===== src/rtl/spf_pkg.sv =====
package spf_pkg;
  localparam int          SYNC_W    = 4;
  localparam logic [3:0]  SYNC_VAL  = 4'h5;
  localparam int          SCR_W     = 7;
  localparam int          SCR_TAP_A = 6;
  localparam int          SCR_TAP_B = 5;
  localparam logic [6:0]  SCR_SEED  = 7'h7F;
endpackage


===== src/rtl/spf_slot_collector.sv =====
module spf_slot_collector #(
  parameter int PKT_W = 30,
  parameter int SLOTS = 4
) (
  input  logic                   clk,
  input  logic                   rst,
  input  logic                   launch,
  input  logic                   in_valid,
  input  logic [PKT_W-1:0]       in_data,
  output logic                   in_ready,
  output logic [SLOTS*PKT_W-1:0] slots_flat
);
  localparam int CNT_W = $clog2(SLOTS + 1);
  localparam int IDX_W = (SLOTS > 1) ? $clog2(SLOTS) : 1;

  logic [PKT_W-1:0] slot_q [SLOTS];
  logic [CNT_W-1:0] cnt_q;
  logic             take;

  assign in_ready = (cnt_q < CNT_W'(SLOTS)) || launch;
  assign take     = in_valid && in_ready;

  always_ff @(posedge clk) begin
    if (rst) begin
      cnt_q <= '0;
    end else if (launch) begin
      cnt_q <= take ? CNT_W'(1) : '0;
    end else if (take) begin
      cnt_q <= cnt_q + CNT_W'(1);
    end
  end

  always_ff @(posedge clk) begin
    if (take) begin
      if (launch) slot_q[0] <= in_data;
      else        slot_q[cnt_q[IDX_W-1:0]] <= in_data;
    end
  end

  for (genvar k = 0; k < SLOTS; k++) begin : g_slot_out
    assign slots_flat[(SLOTS-1-k)*PKT_W +: PKT_W] =
      (cnt_q > CNT_W'(k)) ? slot_q[k] : '0;
  end

  p_no_overflow_r8: assert property (@(posedge clk) disable iff (rst)
    cnt_q <= CNT_W'(SLOTS));
  p_refill_after_launch_r9: assert property (@(posedge clk) disable iff (rst)
    launch |=> (cnt_q <= CNT_W'(1)));
  p_hold_when_full_r8: assert property (@(posedge clk) disable iff (rst)
    (!launch && !in_ready) |=> $stable(cnt_q));
endmodule


===== src/rtl/spf_frame_assembler.sv =====
module spf_frame_assembler
  import spf_pkg::*;
#(
  parameter int PKT_W = 30,
  parameter int SLOTS = 4
) (
  input  logic [SLOTS*PKT_W-1:0]              slots_flat,
  output logic [SYNC_W+SLOTS+SLOTS*PKT_W-1:0] frame
);
  localparam int PAY_W = SLOTS * PKT_W;

  logic [SLOTS-1:0] par;

  for (genvar k = 0; k < SLOTS; k++) begin : g_par
    assign par[k] = ^slots_flat[(SLOTS-1-k)*PKT_W +: PKT_W];
  end

  assign frame = {SYNC_VAL, par, slots_flat[PAY_W-1:0]};
endmodule


===== src/rtl/spf_byte_serializer.sv =====
module spf_byte_serializer
  import spf_pkg::*;
#(
  parameter int FRAME_W = 128,
  parameter int BYTE_W  = 8
) (
  input  logic               clk,
  input  logic               rst,
  input  logic [FRAME_W-1:0] frame_in,
  output logic               launch,
  output logic [BYTE_W-1:0]  out_byte,
  output logic               out_sof,
  output logic               out_valid
);
  localparam int PAY_W  = FRAME_W - BYTE_W;
  localparam int NBYTES = FRAME_W / BYTE_W;
  localparam int BC_W   = $clog2(NBYTES);
  localparam logic [BC_W-1:0] LAST = BC_W'(NBYTES - 1);

  logic [BC_W-1:0]  bcnt_q;
  logic [PAY_W-1:0] pay_q;
  logic [SCR_W-1:0] scr_q, scr_nx;
  logic [BYTE_W-1:0] ks;

  assign launch = (bcnt_q == LAST);

  always_comb begin
    logic [SCR_W-1:0] s;
    logic fb;
    s  = scr_q;
    ks = '0;
    for (int i = BYTE_W - 1; i >= 0; i--) begin
      fb    = s[SCR_TAP_A] ^ s[SCR_TAP_B];
      ks[i] = fb;
      s     = {s[SCR_W-2:0], fb};
    end
    scr_nx = s;
  end

  always_ff @(posedge clk) begin
    if (rst) begin
      bcnt_q    <= LAST;
      scr_q     <= SCR_SEED;
      out_byte  <= '0;
      out_sof   <= 1'b0;
      out_valid <= 1'b0;
    end else if (launch) begin
      bcnt_q    <= '0;
      out_byte  <= frame_in[FRAME_W-1 -: BYTE_W];
      out_sof   <= 1'b1;
      out_valid <= 1'b1;
    end else begin
      bcnt_q    <= bcnt_q + BC_W'(1);
      out_byte  <= pay_q[PAY_W-1 -: BYTE_W] ^ ks;
      out_sof   <= 1'b0;
      scr_q     <= scr_nx;
    end
  end

  always_ff @(posedge clk) begin
    if (launch) pay_q <= frame_in[PAY_W-1:0];
    else        pay_q <= pay_q << BYTE_W;
  end

  p_sof_single_r2: assert property (@(posedge clk) disable iff (rst)
    out_sof |=> !out_sof);
  p_valid_holds_r2: assert property (@(posedge clk) disable iff (rst)
    out_valid |=> out_valid);
  p_sync_nibble_r3: assert property (@(posedge clk) disable iff (rst)
    out_sof |-> (out_byte[BYTE_W-1 -: SYNC_W] == SYNC_VAL));
  p_scr_alive_r6: assert property (@(posedge clk) disable iff (rst)
    scr_q != '0);
  p_scr_hold_hdr_r6: assert property (@(posedge clk) disable iff (rst)
    launch |=> $stable(scr_q));
endmodule


===== src/rtl/sp_frame_packer.sv =====
module sp_frame_packer
  import spf_pkg::*;
#(
  parameter int PKT_W  = 30,
  parameter int SLOTS  = 4,
  parameter int BYTE_W = 8
) (
  input  logic              clk,
  input  logic              rst,
  input  logic              in_valid,
  input  logic [PKT_W-1:0]  in_data,
  output logic              in_ready,
  output logic [BYTE_W-1:0] out_byte,
  output logic              out_sof,
  output logic              out_valid
);
  localparam int HDR_W   = SYNC_W + SLOTS;
  localparam int FRAME_W = HDR_W + SLOTS * PKT_W;

  logic                   launch;
  logic [SLOTS*PKT_W-1:0] slots_flat;
  logic [FRAME_W-1:0]     frame;

  initial begin
    if (HDR_W != BYTE_W || (FRAME_W % BYTE_W) != 0)
      $error("frame geometry does not fit the byte width");
  end

  spf_slot_collector #(.PKT_W(PKT_W), .SLOTS(SLOTS)) i_collect (
    .clk(clk), .rst(rst), .launch(launch), .in_valid(in_valid),
    .in_data(in_data), .in_ready(in_ready), .slots_flat(slots_flat)
  );

  spf_frame_assembler #(.PKT_W(PKT_W), .SLOTS(SLOTS)) i_assemble (
    .slots_flat(slots_flat), .frame(frame)
  );

  spf_byte_serializer #(.FRAME_W(FRAME_W), .BYTE_W(BYTE_W)) i_ser (
    .clk(clk), .rst(rst), .frame_in(frame), .launch(launch),
    .out_byte(out_byte), .out_sof(out_sof), .out_valid(out_valid)
  );
endmodule


===== config.mk =====
export PLATFORM = sky130hd
export DESIGN_NAME = sp_frame_packer
export DESIGN_NICKNAME = d
export VERILOG_FILES = /design/src/rtl/spf_pkg.sv /design/src/rtl/spf_slot_collector.sv /design/src/rtl/spf_frame_assembler.sv /design/src/rtl/spf_byte_serializer.sv /design/src/rtl/sp_frame_packer.sv
export SDC_FILE = /design/constraint.sdc
export NUM_CORES = 1
export LEC_CHECK = 0
export BUFFER_PORTS_ARGS = -buffer_cell sky130_fd_sc_hd__buf_2
export CAP_MARGIN = 25
export CORE_UTILIZATION = 44
export DETAILED_ROUTE_END_ITERATION = 8
export PLACE_DENSITY = 0.7
export SLEW_MARGIN = 20
export SYNTH_ARGS = -nofsm -noshare
export SYNTH_HDL_FRONTEND = slang
export SYNTH_SLANG_ARGS = --single-unit

===== constraint.sdc =====
create_clock -name clk -period 5.3 [get_ports clk]
set_input_delay 0.53 -clock clk [delete_from_list [all_inputs] [get_ports clk]]
set_output_delay 0.53 -clock clk [all_outputs]
set_load 0.1 [all_outputs]

# After elaboration in Yosys (flattened, before gate mapping)
# Memories as Yosys holds them, arrays and structs flattened.
# Cells that the tools add are included.
dict set report op_classes {
  n_addsub 2
  eq_ne 1
  n_lt_le_gt_ge 5
  muxes 19
  bitwise_logic 9
  reduce_logical 9
}
# cell n
set ops {}
lappend ops {{$mux 30} 5}
lappend ops {{$mux 120} 1}
lappend ops {{$reduce_xor 30->1} 4}
lappend ops {{$reduce_or 30->1} 1}
lappend ops {{$mux 1} 8}
lappend ops {{$xor 1x1->1} 8}
lappend ops {{$xor 8x8->8} 1}
lappend ops {{$mux 7} 1}
lappend ops {{$gt 3x1->1 const B} 2}
lappend ops {{$gt 3x2->1 const B} 2}
lappend ops {{$mux 3} 2}
lappend ops {{$add 4x1->4 const B} 1}
lappend ops {{$eq 4x4->1 const B} 1}
lappend ops {{$mux 4} 1}
lappend ops {{$add 3x1->3 const B} 1}
lappend ops {{$lt 3x3->1 const B} 1}
lappend ops {{$mux 2} 1}
lappend ops {{$reduce_bool 2->1} 1}
lappend ops {{$reduce_or 2->1} 1}
lappend ops {{$logic_and 1x1->1} 1}
lappend ops {{$logic_or 1x1->1} 1}
dict set report word_totals {
  mem_count 1
  ramBits 120
  regBits 144
  input_bits 33
}
# name words word_bits read_ports rd_ports_with_merged_regs write_ports line
set mem_list {}
lappend mem_list {i_collect.slot_q 4 30 4 0 1 spf_slot_collector.sv:16} ;# logic [PKT_W-1:0] slot_q [SLOTS];

# Longest topological paths before layout
dict set report depth {
  word_depth 7
  depth_mapped 7
  ltp_nobuf 6
}

# By module
# From an unflattened synthesis, not the netlist that was laid out.
dict set report unflattened {
  cells_unflattened 1110
  area_unflattened_um2 11649.9
}
# module seq_area_each_um2 instances cells_each area_per_inst_um2
set by_module_without_submodules {}
lappend by_module_without_submodules {spf_byte_serializer 2822.7 1 593 4848.4}
lappend by_module_without_submodules {spf_slot_collector 3663.5 1 287 4757.1}
lappend by_module_without_submodules {spf_frame_assembler 0.0 1 230 2044.5}

# Worst setup path after synthesis
# No wires, ideal clock.
dict set report synth_path {
  path_kind {register to register}
  from {register i_ser.bcnt_q[0]}
  to {memory i_collect.slot_q[2][0] (enable)}
  path_slack_ns 1.496
  n_path_buf 3
  required_ns 4.845
  arrival_ns 3.349
  stages_incl_launch_ff 7
  cell_sequence {dfxtp_1 ha_1 and3_1 clkbuf_1 buf_1 clkbuf_1 nor3_1}
}
dict set report synth_via {
  elab_chain_cells 7
  elab_cells_between_ends 12
}
# element line
set synth_rtl {}
lappend synth_rtl {{from (decl)} spf_byte_serializer.sv:20} ;# logic [BC_W-1:0] bcnt_q;
lappend synth_rtl {{from (signal assigned)} spf_byte_serializer.sv:53} ;# bcnt_q <= bcnt_q + BC_W'(1);
lappend synth_rtl {{$eq 4x4->1 (*)} spf_byte_serializer.sv:25} ;# assign launch = (bcnt_q == LAST);
lappend synth_rtl {{$logic_or 1x1->1} spf_slot_collector.sv:20} ;# assign in_ready = (cnt_q < CNT_W'(SLOTS)) || launch;
lappend synth_rtl {{$logic_and 1x1->1} spf_slot_collector.sv:21} ;# assign take = in_valid && in_ready;
lappend synth_rtl {{$mux 1} spf_slot_collector.sv:34} ;# if (take) begin
lappend synth_rtl {{$mux 1 (implied by the code)} spf_slot_collector.sv:36} ;# else slot_q[cnt_q[IDX_W-1:0]] <= in_data;
lappend synth_rtl {{$reduce_or 30->1 (no source line)} --}
lappend synth_rtl {{$mux 2 (no source line) or $mux 1 (tied branches)} --}
lappend synth_rtl {{to (decl)} spf_slot_collector.sv:16}
# Every way passes the cells marked *; elsewhere a longest branch is shown, timed or not.

# Worst setup path in the final report
dict set report layout_path {
  from {register i_ser.bcnt_q[0]}
  to {output port in_ready}
}
dict set report layout_via {
  elab_chain_cells 2
}
# element line
set layout_rtl {}
lappend layout_rtl {{$eq 4x4->1} spf_byte_serializer.sv:25}
lappend layout_rtl {{$logic_or 1x1->1} spf_slot_collector.sv:20}
lappend layout_rtl {{to (decl)} sp_frame_packer.sv:12} ;# output logic in_ready,
# No other way between the ends.

==> reports/qor.csv <==
stage,metric,value,unit
synth,total number of yosys warnings,0,
synth,top cell type by total area after synthesis,edfxtp_1,
hold_path,Hold Crit Depth,1,
cts,Worst-path clk slew,0.06,ns
flow_run,Max Cap Violations,0,
power_and_ir_drop,PwrDens,507.6,mW/mm^2
final_layout,final net count,761,
sta,RSZ-0062 raised after global routing,false,
place,port buffer count,43,
synth,Area contributors post-synth,"edfxtp_1 38%, dfxtp_1 30%, xnor2_1 8.6%",
synth,"FF+latch count, synth",264,
cts,Max Buffers Root-to-Sink,3,
worst_setup_path,critical path class,reg2out,
worst_setup_path,CP max FO,53,
grt,vias in the first global route,5373,
sta,Fin Setup TNS,0,ns
power_and_ir_drop,static leakage,0.004154,uW
sta,Max Slew Vio Count,0,
floorplan,Die ar.,0.02211,sq mm
synth,Synthesized Nets,716,
detailed_routing,Pre-Repair DR Iteration Count,5,
hold_path,min-delay src,in_data[21],
outcome,outcome,finished clean,
sta,Slew HR,34.13,%
synth,Post-synth EDFFs,120,
worst_setup_path,Crit Reg-Reg Endpoint,i_ser.pay_q[37],
power_and_ir_drop,peak supply drop,0.3262,mV
sta,Final Setup Violations,0,
cts,# hold bufs at CTS,0,
final_layout,antenna diode count,0,
detailed_routing,number of DRC markers in iteration 0,491,
floorplan,num ports,44,
detailed_routing,drt wl/cell,20.29,um
floorplan,Die Wd,148.7,um
sta,clk_skew,0.01449,ns
cts,CTS tree,yes,
sta,crit share post-route,55.05,%
sta,final setup margin,2.382,ns
worst_setup_path,Worst R2R Setup Slack,2.67,ns
sta,fmax,342.8,MHz
synth,post-synthesis instance total,678,
floorplan,total core area,0.02109,sq mm
detailed_routing,drc violations,0,
grt,Total GRT Usage,19.01,%
floorplan,Die Ht,148.7,um
worst_setup_path,"Slowest-stage cell, CP",nand3_4,
cts,total CTS buffers,26,
worst_setup_path,worst-path cell chain,ha_1 > nand3_4 > nand2_1 > buf_2,
worst_setup_path,CP top delay family,simple AND/OR/NAND/NOR gates,
place,pre-CTS setup slack,2.672,ns
cts,post-CTS sizing,0,
synth,Main synth FF type,dfxtp_1,
sta,fin crit period,2.918,ns
place,detailed placement HPWL,13540,um
hold_path,WHS Endpoint,i_collect.slot_q[3][21],
final_layout,share of cells above drive strength 1,14.80,%
synth,post-synth cell types,33,
worst_setup_path,Critical Path Sink Type,output port,
detailed_routing,final wirelength,20660,um
grt,first-pass GRT wire length,30980,um
place,placer congestion estimate,0.7794,
sta,Slew @ Worst Pin,0.9859,ns
synth,"top cells by count, synth","144 x dfxtp_1, 120 x edfxtp_1, 93 x xnor2_1, 82 x a22o_1, 69 x nand2_1",
synth,Post-Syn Area,0.009468,sq mm
synth,post-synth top area share,38.06,%
worst_setup_path,"Req. time, crit path",4.77,ns
grt,initial antenna violation count,0,
grt,largest net degree at the start of global routing,83,
detailed_routing,Via density,5.199,
grt,"Remaining Overflow, GRT",0,
floorplan,initial core utilization,44.90,%
worst_setup_path,r2r worst-path depth,6,
cts,clock root buffer,clkbuf_16,
synth,most numerous cell in the Yosys netlist,dfxtp_1,
worst_setup_path,Worst setup SP type,flop,
floorplan,Rows,53,
final_layout,Area Growth Syn to Fin,15.29,%
detailed_routing,ANT nets after route,0,
cts,Setup Buffers After CTS,0,
worst_setup_path,critical path's largest stage delay,0.52,ns
worst_setup_path,RR Startpoint,i_ser.bcnt_q[0],
cts,H-tree Lvls,1,
cts,CTS Sinks,264,
detailed_routing,via count,5293,
worst_setup_path,WP buf/inv,1,
worst_setup_path,arrival time worst endpoint,2.39,ns
sta,final hold viol count,0,
synth,post-synthesis sequential area ratio,68.51,%
cts,Clock Latency Late Sink,0.53,ns
synth,fraction of registers with async set/reset,0,%
synth,"Avg Cell Area, Syn",13.96,sq um
hold_path,Hold/Removal Path Class,in2reg,
-- sequential cells by signal (all words and copies together), names as in the netlist --
name and count:
i_collect.slot_q 120, i_ser.out_valid 1, i_ser.out_byte 8, i_ser.out_sof 1
i_ser.scr_q 7, i_ser.pay_q 120, i_collect.cnt_q 3, i_ser.bcnt_q 4
-- cells in the final DEF, fill, tap and decap left out, types with 12 or more instances in the layout --
cell       count
a22o_1        82
nand2_1       68
xnor2_1       93
buf_2         43
clkbuf_16     26
edfxtp_1     120
xnor3_1       12
dfxtp_1      144
xor2_1        12
nor2_1        13
nand3_1       30
-- per-layer routing --
| layer | global-route usage, % | vias up | routed length (um) |
|---|---|---|---|
| met5 | 0 | - | 0 |
| met4 | 5.464 | 0 | 341 |
| met3 | 2.546 | 20 | 1197 |
| met2 | 31.92 | 154 | 10130 |
| met1 | 25.74 | 2636 | 8987 |
| li1 | - | 2483 | - |
-- logic make-up (layout without fill, tap and decap cells) --
family                     count (synthesis)  after routing  share of synthesized area (%)
DFF                                      264            264                          68.51
and+or+nand+nor                          141            141                          6.621
xor gates and xnor gates                 121            121                          13.25
AOI/OAI and AO/OA                        108            108                          9.409
buffers and inverters                     39            104                          1.546
adders and majority gates                  5              5                         0.6608
-- through the flow --
stage	total power [uW]	cell area, sq um	cells	hold slack [ns]	utilization, %
finish	5541	10920	1018	0.2587	51.76
global route	5747	10920	1018	0.2388	51.76
CTS	5564	10910	1018	0.2462	51.75
detailed placement	3648	10000	970	0.3983	47.44
global placement	3613	10000	970	0.3967	47.44
floorplan	3365	9468	678	0.3918	-
-- power by group --
| part | total [uW] | leakage [uW] | internal [uW] | switching, uW |
|---|---|---|---|---|
| logic | 1120 | 0.00143 | 385 | 739 |
| clock network | 1930 | 0.000449 | 1180 | 753 |
| registers | 2490 | 0.00227 | 2370 | 120 |
| total | 5540 | 0.00415 | 3930 | 1610 |
-- worst max-delay path by stage --
| stage | start | endpoint | slack [ns] | cells after the start |
|---|---|---|---|---|
| floorplan | i_ser.bcnt_q[0] | i_collect.slot_q[2][0] | 1.50 | 6 |
| global placement | i_ser.bcnt_q[0] | i_ser.pay_q[34] | 2.77 | 6 |
| detailed placement | i_ser.bcnt_q[0] | i_collect.slot_q[0][0] | 2.67 | 3 |
| CTS | i_ser.bcnt_q[0] | in_ready | 2.35 | 4 |
| global route | i_ser.bcnt_q[0] | in_ready | 2.19 | 4 |
| finish | i_ser.bcnt_q[0] | in_ready | 2.38 | 4 |
-- cell type report --
cell class,count,area (sq um)
inverter,5,18.77
timing repair buffer,51,275.3
fill,1740,10170
multi-input combinational,375,2882
clock inverter,14,209.0
tap,275,344.1
sequential,264,6486
clock buffer,34,700.7
Power figures use the tool's default switching activity.
